<file path="config.mk">
export PLATFORM = sky130hd
export DESIGN_NAME = snv_ctrl
export DESIGN_NICKNAME = d
export VERILOG_FILES = /design/src/rtl/snv_pkg.sv /design/src/rtl/snv_nv_array.sv /design/src/rtl/snv_shadow_ram.sv /design/src/rtl/snv_seq.sv /design/src/rtl/snv_ctrl.sv
export SDC_FILE = /design/constraint.sdc
export NUM_CORES = 1
export LEC_CHECK = 0
export BUFFER_PORTS_ARGS = -buffer_cell sky130_fd_sc_hd__buf_2
export CELL_PAD_IN_SITES_DETAIL_PLACEMENT = 1
export CELL_PAD_IN_SITES_GLOBAL_PLACEMENT = 2
export CORE_MARGIN = 5
export CORE_UTILIZATION = 52
export CTS_BUF_LIST = sky130_fd_sc_hd__clkbuf_4 sky130_fd_sc_hd__clkbuf_8
export CTS_CLUSTER_SIZE = 8
export DETAILED_ROUTE_END_ITERATION = 7
export HOLD_SLACK_MARGIN = 0.03
export PLACE_DENSITY = 0.95
export REMOVE_ABC_BUFFERS = 1
export SKIP_CTS_REPAIR_TIMING = 1
export SYNTH_ARGS = -nofsm -noshare
export SYNTH_HDL_FRONTEND = slang
export SYNTH_HIERARCHICAL = 1
export SYNTH_SLANG_ARGS = --single-unit
</file>
<file path="constraint.sdc">
create_clock -name clk -period 6.4 [get_ports clk]
set_input_delay 1.28 -clock clk [delete_from_list [all_inputs] [get_ports clk]]
set_output_delay 1.28 -clock clk [all_outputs]
set_load 0.02 [all_outputs]
</file>
<file path="src/rtl/snv_pkg.sv">
package snv_pkg;

    typedef enum logic [1:0] {
        ST_LOAD   = 2'd0,
        ST_IDLE   = 2'd1,
        ST_NVWAIT = 2'd2
    } snv_state_e;

endpackage

</file>
<file path="src/rtl/snv_nv_array.sv">
module snv_nv_array #(
    parameter int ADDR_W   = 4,
    parameter int DATA_W   = 8,
    parameter int WR_DELAY = 5
) (
    input  logic              clk,
    input  logic              rst_n,
    input  logic              wr_req,
    input  logic [ADDR_W-1:0] wr_addr,
    input  logic [DATA_W-1:0] wr_data,
    input  logic [ADDR_W-1:0] rd_addr,
    output logic [DATA_W-1:0] rd_data,
    output logic              busy
);
    localparam int DEPTH = 1 << ADDR_W;
    localparam int CNT_W = $clog2(WR_DELAY + 1);

    typedef struct packed {
        logic [CNT_W-1:0]  cnt;
        logic [ADDR_W-1:0] addr;
        logic [DATA_W-1:0] data;
    } nv_reg_t;

    nv_reg_t           r_d, r_q;
    logic [DATA_W-1:0] cell_d [DEPTH];
    logic [DATA_W-1:0] cell_q [DEPTH];

    always_comb begin
        r_d    = r_q;
        cell_d = cell_q;
        if (r_q.cnt != '0) begin
            r_d.cnt = r_q.cnt - 1'b1;
            if (r_q.cnt == CNT_W'(1)) begin
                cell_d[r_q.addr] = r_q.data;
            end
        end
        if (wr_req && r_q.cnt == '0) begin
            r_d.cnt  = CNT_W'(WR_DELAY);
            r_d.addr = wr_addr;
            r_d.data = wr_data;
        end
    end

    always_ff @(posedge clk or negedge rst_n) begin
        if (!rst_n) begin
            r_q <= '0;
            for (int i = 0; i < DEPTH; i++) begin
                cell_q[i] <= '0;
            end
        end else begin
            r_q    <= r_d;
            cell_q <= cell_d;
        end
    end

    assign busy    = (r_q.cnt != '0);
    assign rd_data = cell_q[rd_addr];

    // the controller never issues a commit while one is running
    a_r2_req_only_when_free: assert property (@(posedge clk) disable iff (!rst_n)
        wr_req |-> !busy);

    // a commit keeps the array busy on the following cycle
    a_r2_busy_after_req: assert property (@(posedge clk) disable iff (!rst_n)
        wr_req |=> busy);

endmodule

</file>
<file path="src/rtl/snv_shadow_ram.sv">
module snv_shadow_ram #(
    parameter int ADDR_W = 4,
    parameter int DATA_W = 8
) (
    input  logic              clk,
    input  logic              rst_n,
    input  logic              we,
    input  logic [ADDR_W-1:0] waddr,
    input  logic [DATA_W-1:0] wdata,
    input  logic [ADDR_W-1:0] raddr,
    output logic [DATA_W-1:0] rdata
);
    localparam int DEPTH = 1 << ADDR_W;

    logic [DATA_W-1:0] mem_d [DEPTH];
    logic [DATA_W-1:0] mem_q [DEPTH];

    always_comb begin
        mem_d = mem_q;
        if (we) begin
            mem_d[waddr] = wdata;
        end
    end

    always_ff @(posedge clk or negedge rst_n) begin
        if (!rst_n) begin
            for (int i = 0; i < DEPTH; i++) begin
                mem_q[i] <= '0;
            end
        end else begin
            mem_q <= mem_d;
        end
    end

    assign rdata = mem_q[raddr];

endmodule

</file>
<file path="src/rtl/snv_seq.sv">
module snv_seq
    import snv_pkg::*;
#(
    parameter int ADDR_W = 4
) (
    input  logic              clk,
    input  logic              rst_n,
    input  logic              por_strobe,
    input  logic              wr_req,
    input  logic              shadow_en,
    input  logic              nv_busy,
    output logic              accept,
    output logic              nv_wr_req,
    output logic              load_we,
    output logic [ADDR_W-1:0] load_addr,
    output logic              wr_ready,
    output logic              busy,
    output logic              loading
);
    localparam logic [ADDR_W-1:0] LAST = {ADDR_W{1'b1}};

    typedef struct packed {
        snv_state_e        st;
        logic [ADDR_W-1:0] idx;
        logic              pend;
    } seq_reg_t;

    seq_reg_t s_d, s_q;

    always_comb begin
        s_d       = s_q;
        wr_ready  = (s_q.st == ST_IDLE) && !por_strobe;
        accept    = wr_req && wr_ready;
        nv_wr_req = accept && !shadow_en;
        load_we   = (s_q.st == ST_LOAD) && !por_strobe;
        load_addr = s_q.idx;

        unique case (s_q.st)
            ST_LOAD: begin
                if (por_strobe) begin
                    s_d.idx = '0;
                end else if (s_q.idx == LAST) begin
                    s_d.st  = ST_IDLE;
                    s_d.idx = '0;
                end else begin
                    s_d.idx = s_q.idx + 1'b1;
                end
            end
            ST_IDLE: begin
                if (por_strobe) begin
                    s_d.st  = ST_LOAD;
                    s_d.idx = '0;
                end else if (nv_wr_req) begin
                    s_d.st = ST_NVWAIT;
                end
            end
            ST_NVWAIT: begin
                if (por_strobe) begin
                    s_d.pend = 1'b1;
                end
                if (!nv_busy) begin
                    s_d.st   = (s_q.pend || por_strobe) ? ST_LOAD : ST_IDLE;
                    s_d.idx  = '0;
                    s_d.pend = 1'b0;
                end
            end
            default: begin
                s_d.st = ST_IDLE;
            end
        endcase
    end

    always_ff @(posedge clk or negedge rst_n) begin
        if (!rst_n) begin
            s_q.st   <= ST_LOAD;
            s_q.idx  <= '0;
            s_q.pend <= 1'b0;
        end else begin
            s_q <= s_d;
        end
    end

    assign busy    = (s_q.st == ST_NVWAIT);
    assign loading = (s_q.st == ST_LOAD);

    // no nonvolatile commit is requested in volatile-only mode
    a_r3_shadow_no_commit: assert property (@(posedge clk) disable iff (!rst_n)
        nv_wr_req |-> !shadow_en);

    // a deferred strobe exists only while a commit is outstanding
    a_r8_defer_in_wait: assert property (@(posedge clk) disable iff (!rst_n)
        s_q.pend |-> (s_q.st == ST_NVWAIT));

    // the wait state is left only once the array has gone idle
    a_r2_wait_tracks_array: assert property (@(posedge clk) disable iff (!rst_n)
        (busy && nv_busy) |=> busy);

endmodule

</file>
<file path="src/rtl/snv_ctrl.sv">
module snv_ctrl #(
    parameter int ADDR_W   = 4,
    parameter int DATA_W   = 8,
    parameter int WR_DELAY = 5
) (
    input  logic              clk,
    input  logic              rst_n,
    input  logic              por_strobe,
    input  logic              shadow_en,
    input  logic              wr_req,
    input  logic [ADDR_W-1:0] wr_addr,
    input  logic [DATA_W-1:0] wr_data,
    output logic              wr_ready,
    input  logic              rd_req,
    input  logic [ADDR_W-1:0] rd_addr,
    output logic              rd_valid,
    output logic [DATA_W-1:0] rd_data,
    output logic              busy,
    output logic              loading
);
    typedef struct packed {
        logic              vld;
        logic [DATA_W-1:0] data;
    } rd_reg_t;

    logic              accept, nv_wr_req, nv_busy, load_we;
    logic [ADDR_W-1:0] load_addr;
    logic [DATA_W-1:0] nv_rd_data, sh_rd_data;
    logic              sh_we;
    logic [ADDR_W-1:0] sh_waddr;
    logic [DATA_W-1:0] sh_wdata;
    rd_reg_t           rd_d, rd_q;

    snv_seq #(.ADDR_W(ADDR_W)) u_seq (
        .clk        (clk),
        .rst_n      (rst_n),
        .por_strobe (por_strobe),
        .wr_req     (wr_req),
        .shadow_en  (shadow_en),
        .nv_busy    (nv_busy),
        .accept     (accept),
        .nv_wr_req  (nv_wr_req),
        .load_we    (load_we),
        .load_addr  (load_addr),
        .wr_ready   (wr_ready),
        .busy       (busy),
        .loading    (loading)
    );

    snv_nv_array #(.ADDR_W(ADDR_W), .DATA_W(DATA_W), .WR_DELAY(WR_DELAY)) u_nv (
        .clk     (clk),
        .rst_n   (rst_n),
        .wr_req  (nv_wr_req),
        .wr_addr (wr_addr),
        .wr_data (wr_data),
        .rd_addr (load_addr),
        .rd_data (nv_rd_data),
        .busy    (nv_busy)
    );

    always_comb begin
        sh_we    = accept || load_we;
        sh_waddr = load_we ? load_addr : wr_addr;
        sh_wdata = load_we ? nv_rd_data : wr_data;
    end

    snv_shadow_ram #(.ADDR_W(ADDR_W), .DATA_W(DATA_W)) u_shadow (
        .clk   (clk),
        .rst_n (rst_n),
        .we    (sh_we),
        .waddr (sh_waddr),
        .wdata (sh_wdata),
        .raddr (rd_addr),
        .rdata (sh_rd_data)
    );

    always_comb begin
        rd_d     = rd_q;
        rd_d.vld = rd_req && !loading;
        if (rd_req && !loading) begin
            rd_d.data = sh_rd_data;
        end
    end

    always_ff @(posedge clk or negedge rst_n) begin
        if (!rst_n) begin
            rd_q <= '0;
        end else begin
            rd_q <= rd_d;
        end
    end

    assign rd_valid = rd_q.vld;
    assign rd_data  = rd_q.data;

    // a running commit stalls writes
    a_r2_busy_stalls: assert property (@(posedge clk) disable iff (!rst_n)
        busy |-> !wr_ready);

    // no read is answered for a request made during the refill
    a_r1_no_read_in_load: assert property (@(posedge clk) disable iff (!rst_n)
        loading |=> !rd_valid);

    // a strobe blocks a write in the same cycle
    a_r9_por_blocks_write: assert property (@(posedge clk) disable iff (!rst_n)
        por_strobe |-> !wr_ready);

    // refill and commit never overlap
    a_r1_load_excludes_busy: assert property (@(posedge clk) disable iff (!rst_n)
        !(loading && busy));

endmodule

</file>
==> out/qor.csv <==
metric,value,unit
Post-synth EDFFs,0,
Post-Synth Simple-Gate Area,0.0485,
worst hold slack,0.502,ns
worst path bufs/invs,1,
Adder-Cell Fraction of Synth Area,0.00839,
initial antenna violation count,0,
Synth area leaders,"dfrtp_1, mux2_2, mux4_2, a22oi_1, mux2_4",
clk_lat worst skew,0.58,ns
Power Density,398,nW/µm²
DR vias,7635,
vias in the first global route,8769,
"Clk pin slew, worst setup/hold paths",0.06,ns
register area share after synthesis,0.535,
GRT overflow,0,
Starting Density,0.530,
number of synthesized register bits,287,
top-count cell post-synth,dfrtp_1,
Clock Sinks,287,
Fin. Hold Viols,0,
CTS root buf,clkbuf_8,
die height,171,µm
synth warn,6,
CP Launch Type,input pin,
CP max FO,13,
Worst path max stage delay,0.67,ns
status,completed,
Die Width,171,µm
crit path DAT,3.69,ns
share of cells above drive strength 1,0.552,
CTS tree,yes,
Leakage,6.93,nW
H-tree levels,2,
clock skew,0.0270,ns
GR Util All Layers,0.228,
DRC violations left,0,
largest net degree at the start of global routing,114,
Final ANT Viol Nets,0,
Yosys top cell by area,dfrtp_1,
library cells used by synthesis,46,
# diodes,0,
ys async rst share,1.00,
first-pass GRT wire length,51700,µm
Mapped Area,13400,µm²
Top-Level Pins,34,
Post-Synthesis Cells,863,
crit share post-route,0.506,
Sum Neg Setup Slack,0,ns
TritonCTS Buffers,48,
unrepaired setup endpoints after global routing,no,
final max-slew violation count,0,
main combinational cell family by area after synthesis,multiplexers,
Final GP Congestion,0.791,
Synth Area in Compound Gates,0.0282,
XOR/XNOR share of the synthesized area,0,
Post-synth top cells,"dfrtp_1, mux2_2, mux4_2",
post-synthesis mux area share,0.354,
maximum vdd drop,218,µV
crit path cell chain,"buf_2, and2b_2, mux2_2, nand2b_1, nor3_2, mux2_2",
PortBufs,33,
DRT iter0 DRCs,518,
Final setup viols,0,
slowest CP cell,nor3_2,
per-cell routed wire length,25.4,µm
drt via density,6.06,
cell mode on critical path,mux2_2,
area of the die,29100,µm²
layout overhead on the synthesized area,10.1,%
core area,25300,µm²
Worst setup EP type,register,
CP top delay family,simple AND/OR/NAND/NOR gates,
worst setup path class,input pin to register,
Hold Path Class,register to register,
worst path required time,6.85,ns
slew margin rel.,0.368,
fmax,0.309,GHz
drt total wl,32000,µm
Row Count,58,
max_cap viols,0,
DPL Wire Length,20200,µm
syn avg cell area,15.5,µm²
crit path time final,3.24,ns
Worst-Margin Slew,0.948,ns
CTS max path bufs,3,
post-synth top area share,0.535,
fin nets,926,
drt pass-1 iters,4,
top_reg_cell synth,dfrtp_1,
[power breakdown]
part           internal [mW]  switching (mW)
clock                  0.968           0.738
sequential              2.29           0.366
combinational          0.804           0.706
total                   4.07            1.81
[final timing paths]
path | startpoint | end | slack (ns) | depth (start not counted)
max in group asynchronous | rst_n | u_nv/cell_q[3] | 4.22 | 2
setup / recovery | por_strobe | u_shadow/mem_q[46] | 3.16 | 6
setup reg to reg | u_seq/s_q[5] | u_shadow/mem_q[46] | 3.20 | 7
hold / removal | u_shadow/mem_q[45] | u_shadow/mem_q[45] | 0.50 | 1
hold reg to reg | u_shadow/mem_q[45] | u_shadow/mem_q[45] | 0.50 | 1
min in group asynchronous | rst_n | u_nv/r_q[12] | 0.70 | 1
[layer usage]
metal  up-vias  wire length, µm  track usage
li1       3278                -            -
met1      4127            13700        0.315
met2       182            16100        0.379
met3        48             1630       0.0372
met4         0              597       0.0635
met5         -                0            0
[through the flow]
step	worst slack [ns]	util	cells	instance area, µm²	power [mW]
finish	3.16	0.583	1260	14800	5.88
CTS	3.17	0.583	1260	14800	5.93
global placement	2.68	0.543	1175	13700	4.05
global route	3.04	0.583	1260	14800	6.18
detailed placement	2.61	0.543	1175	13700	4.17
floorplan	3.21	-	807	13100	3.65
[registers in the layout (all words and copies together), names as in the netlist]
name             cells
u_nv/r_q            15
rd_valid             1
u_seq/s_q            3
u_nv/cell_q        128
u_shadow/mem_q     128
u_seq/load_addr      4
rd_data              8
[cells by family (layout without fill, tap and decap cells)]
family | after synthesis | count (layout)
compound gates | 51 | 51
mux | 352 | 352
buf+inv | 65 | 132
simple gates | 99 | 99
fa+ha+maj | 9 | 9
flops | 287 | 287
[cell usage in the layout, fill, tap and decap left out, types with 2 or more instances in the layout]
master | Yosys | layout
nor2b_1 | 4 | 4
nand2_1 | 25 | 25
dfrtp_1 | 287 | 286
nand2b_4 | 3 | 3
a21oi_1 | 9 | 9
nor2_1 | 9 | 9
nor3_4 | 3 | 3
buf_4 | 6 | 4
inv_1 | 9 | 9
mux4_2 | 64 | 64
nand4b_1 | 2 | 2
mux2_4 | 16 | 16
clkbuf_4 | 0 | 15
nand3_1 | 4 | 4
or3_1 | 4 | 4
and2_1 | 2 | 2
a22oi_1 | 32 | 32
mux2_2 | 272 | 272
clkbuf_8 | 0 | 63
nor3_2 | 4 | 4
o21ai_0 | 3 | 3
nor2b_4 | 2 | 2
nor3_1 | 3 | 3
nor2_2 | 15 | 15
ha_1 | 9 | 9
nand3b_1 | 3 | 3
buf_2 | 13 | 32
nand2b_1 | 6 | 6
clkinv_2 | 0 | 4
o31ai_2 | 2 | 2
[worst reg2reg max path: stages (launching register included)]
cell,delay [ns]
dfrtp_1,0.42
inv_1,0.10
ha_1,0.35
and2b_2,0.47
mux2_2,0.44
nand2b_1,0.22
nor3_2,0.67
mux2_2,0.43
[area by class of cell]
class / count / area [µm²]
tap: 330 / 413
fill: 2315 / 10600
multi-input combinational: 511 / 5890
clock buffer: 78 / 980
timing repair buffer: 38 / 225
clock inverter: 7 / 47.5
sequential: 287 / 7180
inverter: 9 / 33.8
Note: power is estimated with default switching activity, not from simulation.
